## src/rtl/rst_stretch_pkg.sv

```systemverilog
package rst_stretch_pkg;
  typedef struct packed {
    logic power_on;
    logic brownout;
    logic button;
  } cause_t;

  function automatic int unsigned cnt_width(input int unsigned n);
    return (n > 1) ? $clog2(n + 1) : 1;
  endfunction
endpackage

```

## src/rtl/rst_sync.sv

```systemverilog
module rst_sync #(
  parameter int unsigned STAGES = 2,
  parameter bit          INIT   = 1'b1
) (
  input  logic clk,
  input  logic d,
  output logic q
);
  logic [STAGES-1:0] chain = {STAGES{INIT}};

  generate
    if (STAGES == 1) begin : g_one
      always_ff @(posedge clk) chain[0] <= d;
    end else begin : g_many
      always_ff @(posedge clk) chain <= {chain[STAGES-2:0], d};
    end
  endgenerate

  assign q = chain[STAGES-1];
endmodule

```

## src/rtl/rst_debounce.sv

```systemverilog
module rst_debounce #(
  parameter int unsigned DEB_CYC = 4
) (
  input  logic clk,
  input  logic lvl_in,
  output logic lvl_out
);
  localparam int unsigned CW = rst_stretch_pkg::cnt_width(DEB_CYC);
  localparam logic [CW-1:0] LAST = CW'(DEB_CYC - 1);

  logic [CW-1:0] run   = '0;
  logic          level = 1'b1;

  always_ff @(posedge clk) begin
    if (lvl_in != level) begin
      if (run == LAST) begin
        level <= lvl_in;
        run   <= '0;
      end else begin
        run <= run + 1'b1;
      end
    end else begin
      run <= '0;
    end
  end

  assign lvl_out = level;
endmodule

```

## src/rtl/rst_hold.sv

```systemverilog
module rst_hold #(
  parameter int unsigned HOLD_CYC = 8
) (
  input  logic                    clk,
  input  rst_stretch_pkg::cause_t cause,
  output logic                    rst_hi,
  output logic                    rst_lo
);
  localparam int unsigned CW = rst_stretch_pkg::cnt_width(HOLD_CYC);
  localparam logic [CW-1:0] FULL = CW'(HOLD_CYC);

  logic [CW-1:0] left = FULL;
  logic          hi_q = 1'b1;
  logic          lo_q = 1'b0;
  logic          any_cause;
  logic          nxt;

  assign any_cause = |cause;

  always_comb begin
    nxt = any_cause || (left > CW'(1));
  end

  always_ff @(posedge clk) begin
    if (any_cause)          left <= FULL;
    else if (left != '0)    left <= left - 1'b1;
    hi_q <= nxt;
    lo_q <= ~nxt;
  end

  assign rst_hi = hi_q;
  assign rst_lo = lo_q;
endmodule

```

## src/rtl/rst_stretch_gen.sv

```systemverilog
module rst_stretch_gen #(
  parameter int unsigned HOLD_CYC  = 20_000_000,
  parameter int unsigned DEB_CYC   = 100_000,
  parameter int unsigned SYNC_STG  = 2
) (
  input  logic clk,
  input  logic supply_ok,
  input  logic mr_raw_n,
  output logic rst_n,
  output logic rst
);
  import rst_stretch_pkg::*;

  logic   pin_sync;
  logic   pin_clean;
  logic   por_q = 1'b1;
  cause_t cause;

  rst_sync #(.STAGES(SYNC_STG), .INIT(1'b1)) u_sync (
    .clk (clk),
    .d   (mr_raw_n),
    .q   (pin_sync)
  );

  rst_debounce #(.DEB_CYC(DEB_CYC)) u_deb (
    .clk     (clk),
    .lvl_in  (pin_sync),
    .lvl_out (pin_clean)
  );

  always_ff @(posedge clk) por_q <= 1'b0;

  always_comb begin
    cause.power_on = por_q;
    cause.brownout = ~supply_ok;
    cause.button   = ~pin_clean;
  end

  rst_hold #(.HOLD_CYC(HOLD_CYC)) u_hold (
    .clk    (clk),
    .cause  (cause),
    .rst_hi (rst),
    .rst_lo (rst_n)
  );
endmodule

```

## config.mk

```make
export PLATFORM = sky130hd
export DESIGN_NAME = rst_stretch_gen
export DESIGN_NICKNAME = d
export VERILOG_FILES = /design/src/rtl/rst_stretch_pkg.sv /design/src/rtl/rst_sync.sv /design/src/rtl/rst_debounce.sv /design/src/rtl/rst_hold.sv /design/src/rtl/rst_stretch_gen.sv
export SDC_FILE = /design/constraint.sdc
export NUM_CORES = 1
export LEC_CHECK = 0
export ABC_AREA = 1
export BUFFER_PORTS_ARGS = -buffer_cell sky130_fd_sc_hd__buf_2
export CAP_MARGIN = 10
export CORE_AREA = 10 10 80 82
export CTS_BUF_LIST = sky130_fd_sc_hd__clkbuf_4 sky130_fd_sc_hd__clkbuf_8 sky130_fd_sc_hd__clkbuf_16
export DETAILED_ROUTE_END_ITERATION = 6
export DIE_AREA = 0 0 90 92
export GPL_TIMING_DRIVEN = 0
export PLACE_DENSITY = 0.71
export SLEW_MARGIN = 20
export SYNTH_ARGS = -nofsm -noshare
export SYNTH_HDL_FRONTEND = slang
export SYNTH_HIERARCHICAL = 1
export SYNTH_SLANG_ARGS = --single-unit
```

## constraint.sdc

```tcl
create_clock -name clk -period 1.5 [get_ports clk]
set_input_delay 0.15 -clock clk [delete_from_list [all_inputs] [get_ports clk]]
set_output_delay 0.15 -clock clk [all_outputs]
set_load 0.005 [all_outputs]
```

==> run_results.csv, run 1 <==
group,metric,value,unit
worst_setup_path,worst-path-buf-inv,2,
floorplanning,die_area,0.00828,sq mm
grt,track_usage,13.3,%
layout,final-seq-area,958,sq um
detailed_routing,drtIter0Drc,81,
floorplanning,row_count,26,
floorplanning,start_util,53.1,%
yosys,async_reset_ff_share,0,%
worst_hold_path,min_path_type,"in2reg",
worst_setup_path,cp_max_fo,10,
worst_setup_path,worstPathArrival,1.58,ns
worst_setup_path,critPathMaxStageDelay,0.36,ns
worst_setup_path,crit_required,1.68,ns
status,status,"finished clean",
detailed_routing,dr.pass1.iters,4,
timing,timing.hold.ws,0.305,ns
timing,setup_ws,0.0971,ns
power_and_ir_drop,pwr-share-clk,39.9,%
clock_network,htreeDepth,2,
timing,fmax,0.713,GHz
clock_network,clock-root-buffer,"clkbuf_8",
timing,period_minus_slack,1.40,ns
yosys,postSynthNetCount,387,
grt,grt_pass1_wl,9140,um
detailed_routing,routed-via-count,2239,
detailed_routing,antenna_left,0,
yosys,synth_flop_cell,"dfxtp_1",
worst_setup_path,path_class,"reg2reg",
yosys,ys_types,32,
flow_run,timing.max_cap.violations,0,
detailed_routing,drc,0,
grt,grt_pass1_vias,2190,
placement,place.gp.congestion,0.874,
power_and_ir_drop,p_comb_share,6.7,%
layout,syn2layout_area_growth,12.7,%
clock_network,clock_latency,0.32,ns
worst_setup_path,cpLargestDelayFamily,"simple AND/OR/NAND/NOR gates",
clock_network,clock_path_buffers,2,
detailed_routing,post_drt_wl_per_cell,11.1,um
yosys,yosysSeqAreaShare,36.4,%
worst_setup_path,cp-end-kind,"register",
clock_network,numCtsBuffers,5,
worst_setup_path,cp_slowest_cell,"dfxtp_1",
power_and_ir_drop,vdd_drop_max,0.456,mV
placement,port_buffers,4,
power_and_ir_drop,leakagePower,1.13,nW
worst_setup_path,r2r_cells,9,
layout,antennaDiodeCount,0,
floorplanning,dieHeight,92,um
power_and_ir_drop,seq_power_share,53.3,%
layout,drive_above_1_share,21.9,%
clock_network,clk_pin_slew_worst_paths,0.10,ns
timing,rsz0062_at_grt,"true",
yosys,ys_ff_latch,47,
power_and_ir_drop,p_int,1.84,mW
worst_setup_path,path_cells,"nor2_1, nand2_2, nor2_4, nand2_4, inv_6, nand2_8, buf_12, nand2_1, nor2_1",
timing,slew_viol_final,0,
layout,multi_input_area,0.00150,sq mm
grt,antenna_found_initial,0,
placement,hpwlAfterDp,3870,um
clock_network,cts_sinks,47,
detailed_routing,avgViaCountPerCell,4.79,
power_and_ir_drop,switching_power,0.577,mW
placement,dp_slack,-0.128,ns
timing,setup_violations,0,
worst_setup_path,startpoint_type,"register",
floorplanning,pin_count,5,
timing,min_period_over_period,93.5,%
yosys,synth_cells,381,
power_and_ir_drop,power.density,821,mW/mm^2
yosys,syn_area_per_cell,6.85,sq um
power_and_ir_drop,swShare,23.9,%
yosys,netlist_area,0.00261,sq mm
worst_setup_path,worst-path-stages,9,
clock_network,cts_tree,"done",
worst_hold_path,hold_depth,5,
grt,globalRouteOverflowTotal,0,
yosys,synth-edff-count,1,
yosys,yosys_warnings,6,
power_and_ir_drop,p_total,2.41,mW
timing,finClkSkew,0.0158,ns
floorplanning,core,0.00491,sq mm
layout,nets,402,
floorplanning,die_x,90,um
detailed_routing,drt-total-wl,5190,um
worst_setup_path,cp_common_cell,"nor2_1",
grt,grt_max_degree,17,
timing,finalHoldViolCount,0,
layout,nFillCells,439,
-- cell families (layout without fill, tap and decap cells) --
logic type               Yosys count  in the layout  share of synthesized area [%]
adder cells (fa/ha/maj)            3              3                           1.44
buffers and inverters             50             66                           8.82
other                              1              1                          0.144
AND/OR/NAND/NOR                  252            252                           45.4
flip-flops                        47             47                           36.4
AO/OA/AOI/OAI                     15             15                           3.36
XOR/XNOR                          13             13                           4.36
-- layer usage --
metal	vias to the layer above	global-route usage (%)	wire, um
li1	1202	-	-
met1	1010	13.5	2270
met2	20	25.4	2730
met3	7	2.93	94
met4	0	6.23	95
met5	-	0	0
-- sequential cells by signal (all words and copies together) (netlist names) --
register	count
u_hold/rst_hi	1
u_deb/lvl_out	1
u_deb/run	17
u_hold/left	25
u_sync/chain	2
u_hold/rst_lo	1
-- timing repair --
action,4_1_cts,5_1_grt
pin swaps,2,4
hold endpoints to repair,1,0
endpoints found under the setup margin,20,23
hold buffers,1,0
resized for setup,4,25
setup buffers,2,1
-- path summary, 6_finish.rpt --
path / slack [ns] / endpoint / start
worst max-delay path: 0.1 / u_hold/left[6]$_SDFFE_PP0P_ / u_hold/left[8]$_SDFFE_PP1P_
worst max register to register: 0.1 / u_hold/left[6]$_SDFFE_PP0P_ / u_hold/left[8]$_SDFFE_PP1P_
worst min register to register: 0.33 / u_sync/chain[1]$_DFF_P_ / u_sync/chain[0]$_DFF_P_
worst min-delay path: 0.30 / u_hold/left[12]$_SDFFE_PP0P_ / supply_ok
-- layout by cell type (no fill, tap or decap), drive strengths merged --
master / instances
nand2: 113
nor2: 99
inv: 47
dfxtp: 46
nand3: 24
nand4: 9
buf: 9
o21ai: 8
xnor2: 7
xor2: 6
clkbuf: 6
a211oi: 4
or2: 3
nor3: 3
ha: 3
clkinv: 2
a21oi: 2
bufinv: 1
dlygate4sd3: 1
o21bai: 1
edfxtp: 1
conb: 1
nand3b: 1
-- synthesized netlist by cell type (2+ instances only) --
cell type	n	area [sq um]
inv_1	44	165
nor2_4	5	56.3
xor2_1	6	52.6
o21ai_0	7	35.0
ha_1	3	37.5
nand2_4	3	33.8
a21oi_1	2	10.0
nand4_1	9	56.3
or2_2	3	18.8
nand2_2	12	75.1
dfxtp_1	46	921
xnor2_1	7	61.3
nor2_1	78	293
nand3_2	2	20.0
nand2_1	97	364
buf_12	2	40.0
nor2_2	16	100
nand3_1	22	110
a211oi_1	4	30.0
-- power groups by stage --
stage                     combinational, mW  clock [mW]  sequential [mW]
final                                 0.163       0.964             1.29
after global routing                  0.183        1.05             1.29
after CTS                             0.158       0.997             1.28
after detailed placement              0.146           0             1.31
after global placement                0.143           0             1.31
after floorplan                       0.119           0             1.31
-- metrics by stage --
step                utilization, %  setup TNS, ns  area [sq um]  std cells
finish                        59.9              0          2940        467
detailed placement            55.3          -1.37          2720        455
global route                  59.9        -0.0117          2940        467
global placement              55.3          -1.13          2720        455
CTS                           58.5              0          2870        466
floorplan                        -              0          2610        381
-- tightest hold or removal path: stages --
cell,delay [ns]
buf_2,0.09
inv_1,0.08
nor3_4,0.06
inv_2,0.14
nor2_1,0.07
-- final cells by class --
cell class / count / share of cell area (%)
inverter: 47 / 6.34
sequential: 47 / 32.6
timing repair buffer: 8 / 1.79
tap: 70 / 2.98
clock inverter: 3 / 1.62
clock buffer: 5 / 2.34
buffer: 3 / 1.49
multi-input combinational: 284 / 50.9
(Power assumes the default switching activity.)
==> run 2: changes to the inputs <==
Settings changed: CELL_PAD_IN_SITES_DETAIL_PLACEMENT set to 0, CELL_PAD_IN_SITES_GLOBAL_PLACEMENT set to 2, CORE_AREA 10 10 80 82 to 10 10 102 104, DIE_AREA 0 0 90 92 to 0 0 112 114.
==> run 2 against run 1 <==
Largest power group unchanged. Global-route usage shrank 3.4 points. Critical endpoint unchanged. Final area grew 6.3%. Highest routed layer unchanged. Die area is 54% higher. Clock power increased by 6%.
==> run_results.csv, run 2 (same netlist as run 1, synthesis figures left out) <==
group,metric,value,unit
status,status,"finished clean",
worst_setup_path,path_class,"reg2reg",
grt,globalRouteOverflowTotal,0,
floorplanning,die_x,112,um
detailed_routing,avgViaCountPerCell,4.39,
power_and_ir_drop,pwr-share-clk,41.0,%
detailed_routing,drt-total-wl,6550,um
layout,layout_commonest_cell,"nand2_1",
layout,nets,415,
grt,track_usage,9.89,%
clock_network,clk_pin_slew_worst_paths,0.10,ns
worst_setup_path,worst-path-buf-inv,2,
timing,fmax,0.698,GHz
placement,place.gp.congestion,0.836,
detailed_routing,dr.pass1.iters,4,
floorplanning,core,0.00847,sq mm
detailed_routing,antenna_left,0,
clock_network,cts_tree,"done",
floorplanning,die_area,0.0128,sq mm
placement,hpwlAfterDp,4650,um
timing,setup_violations,0,
floorplanning,start_util,30.8,%
placement,port_buffers,4,
floorplanning,row_count,34,
grt,grt_max_degree,16,
worst_setup_path,path_cells,"nor2_1, nand2_1, nor2_4, nand2_4, inv_6, nand2_8, clkbuf_16, nand2_1, nor2_1",
worst_setup_path,crit_required,1.70,ns
grt,antenna_found_initial,0,
detailed_routing,drc,0,
timing,finClkSkew,0.00488,ns
power_and_ir_drop,seq_power_share,51.6,%
power_and_ir_drop,p_int,1.89,mW
worst_setup_path,worstPathArrival,1.63,ns
power_and_ir_drop,swShare,24.1,%
worst_setup_path,startpoint_type,"register",
floorplanning,dieHeight,114,um
timing,min_period_over_period,95.5,%
detailed_routing,drtIter0Drc,123,
grt,grt_pass1_wl,10300,um
clock_network,clock_latency,0.30,ns
layout,antennaDiodeCount,0,
worst_setup_path,worst-path-stages,9,
layout,largest-register,"u_hold/left",
layout,drive_above_1_share,24.1,%
timing,period_minus_slack,1.43,ns
worst_setup_path,cpLargestDelayFamily,"simple AND/OR/NAND/NOR gates",
floorplanning,pin_count,5,
timing,setup_tns,0,ns
placement,placedInstanceArea,0.00277,sq mm
power_and_ir_drop,vdd_drop_max,0.373,mV
power_and_ir_drop,switching_power,0.600,mW
power_and_ir_drop,p_comb_share,7.4,%
grt,grt_pass1_vias,2060,
clock_network,cts_sinks,47,
placement,dp_slack,-0.165,ns
timing,finalHoldViolCount,0,
timing,setup_ws,0.0671,ns
layout,reg_top3,"u_hold/left (25), u_deb/run (17), u_sync/chain (2)",
timing,slew_viol_final,0,
layout,most-common-layout-cells,"nand2_1, nor2_1, inv_1, dfxtp_1, nor2_2",
worst_setup_path,r2r_cells,9,
power_and_ir_drop,leakagePower,1.22,nW
worst_setup_path,cp_slowest_cell,"dfxtp_1",
power_and_ir_drop,power.density,798,mW/mm^2
worst_hold_path,hold_depth,0,
clock_network,clock-root-buffer,"clkbuf_8",
clock_network,numCtsBuffers,5,
layout,design_area,0.00313,sq mm
layout,syn2layout_area_growth,19.8,%
clock_network,clock_path_buffers,2,
worst_setup_path,cp-end-kind,"register",
clock_network,htreeDepth,2,
layout,largest_register_ffs,25,
worst_setup_path,cp_max_fo,5,
worst_hold_path,min_path_type,"reg2reg",
detailed_routing,routed-via-count,2273,
detailed_routing,post_drt_wl_per_cell,12.6,um
flow_run,timing.max_cap.violations,0,
worst_setup_path,critPathMaxStageDelay,0.36,ns
[run 2: area by class of cell]
class                      instances  area (sq um)
timing repair buffer              19           165
fill                             903          5340
clock inverter                     2          38.8
buffer                             3          45.0
clock buffer                       6          82.6
sequential                        47           956
inverter                          47           189
multi-input combinational        286          1510
tap                              108           135
[run 2: repair_timing]
item                                   4_1_cts  5_1_grt
gates resized for setup                      7       22
pin swaps                                    2        7
endpoints found under the hold margin        1        0
cloned                                       0        3
hold buffers                                 1        0
buffers inserted                             2       11
setup endpoints to repair                   28       29
[run 2: power groups by stage]
stage	logic [mW]	clock network (mW)	registers [mW]
2_1_floorplan	0.119	0	1.31
4_1_cts	0.164	1.07	1.29
3_5_place_dp	0.150	0	1.31
5_1_grt	0.206	1.11	1.29
6_report	0.185	1.02	1.29
3_3_place_gp	0.150	0	1.31
[run 2: final timing paths]
path	start	to	slack, ns
max	u_hold/left[8]$_SDFFE_PP1P_	u_hold/left[6]$_SDFFE_PP0P_	0.07
min	u_sync/chain[0]$_DFF_P_	u_sync/chain[1]$_DFF_P_	0.34
max reg2reg	u_hold/left[8]$_SDFFE_PP1P_	u_hold/left[6]$_SDFFE_PP0P_	0.07
min reg2reg	u_sync/chain[0]$_DFF_P_	u_sync/chain[1]$_DFF_P_	0.34
[run 2: metal layers]
layer	routed length, um	track usage [%]	up-vias
met5	0	0	-
met1	3760	14.3	1021
li1	-	-	1230
met3	175	2.20	4
met2	2570	14.4	18
met4	45	2.54	0
[run 2: through the flow]
step / instances / hold slack (ns) / utilization, % / power [mW]
2_1_floorplan: 381 / 0.178 / - / 1.43
3_3_place_gp: 493 / 0.255 / 32.7 / 1.46
3_5_place_dp: 493 / 0.259 / 32.7 / 1.46
4_1_cts: 504 / 0.340 / 34.7 / 2.52
5_1_grt: 518 / 0.358 / 36.9 / 2.61
6_report: 518 / 0.339 / 36.9 / 2.49
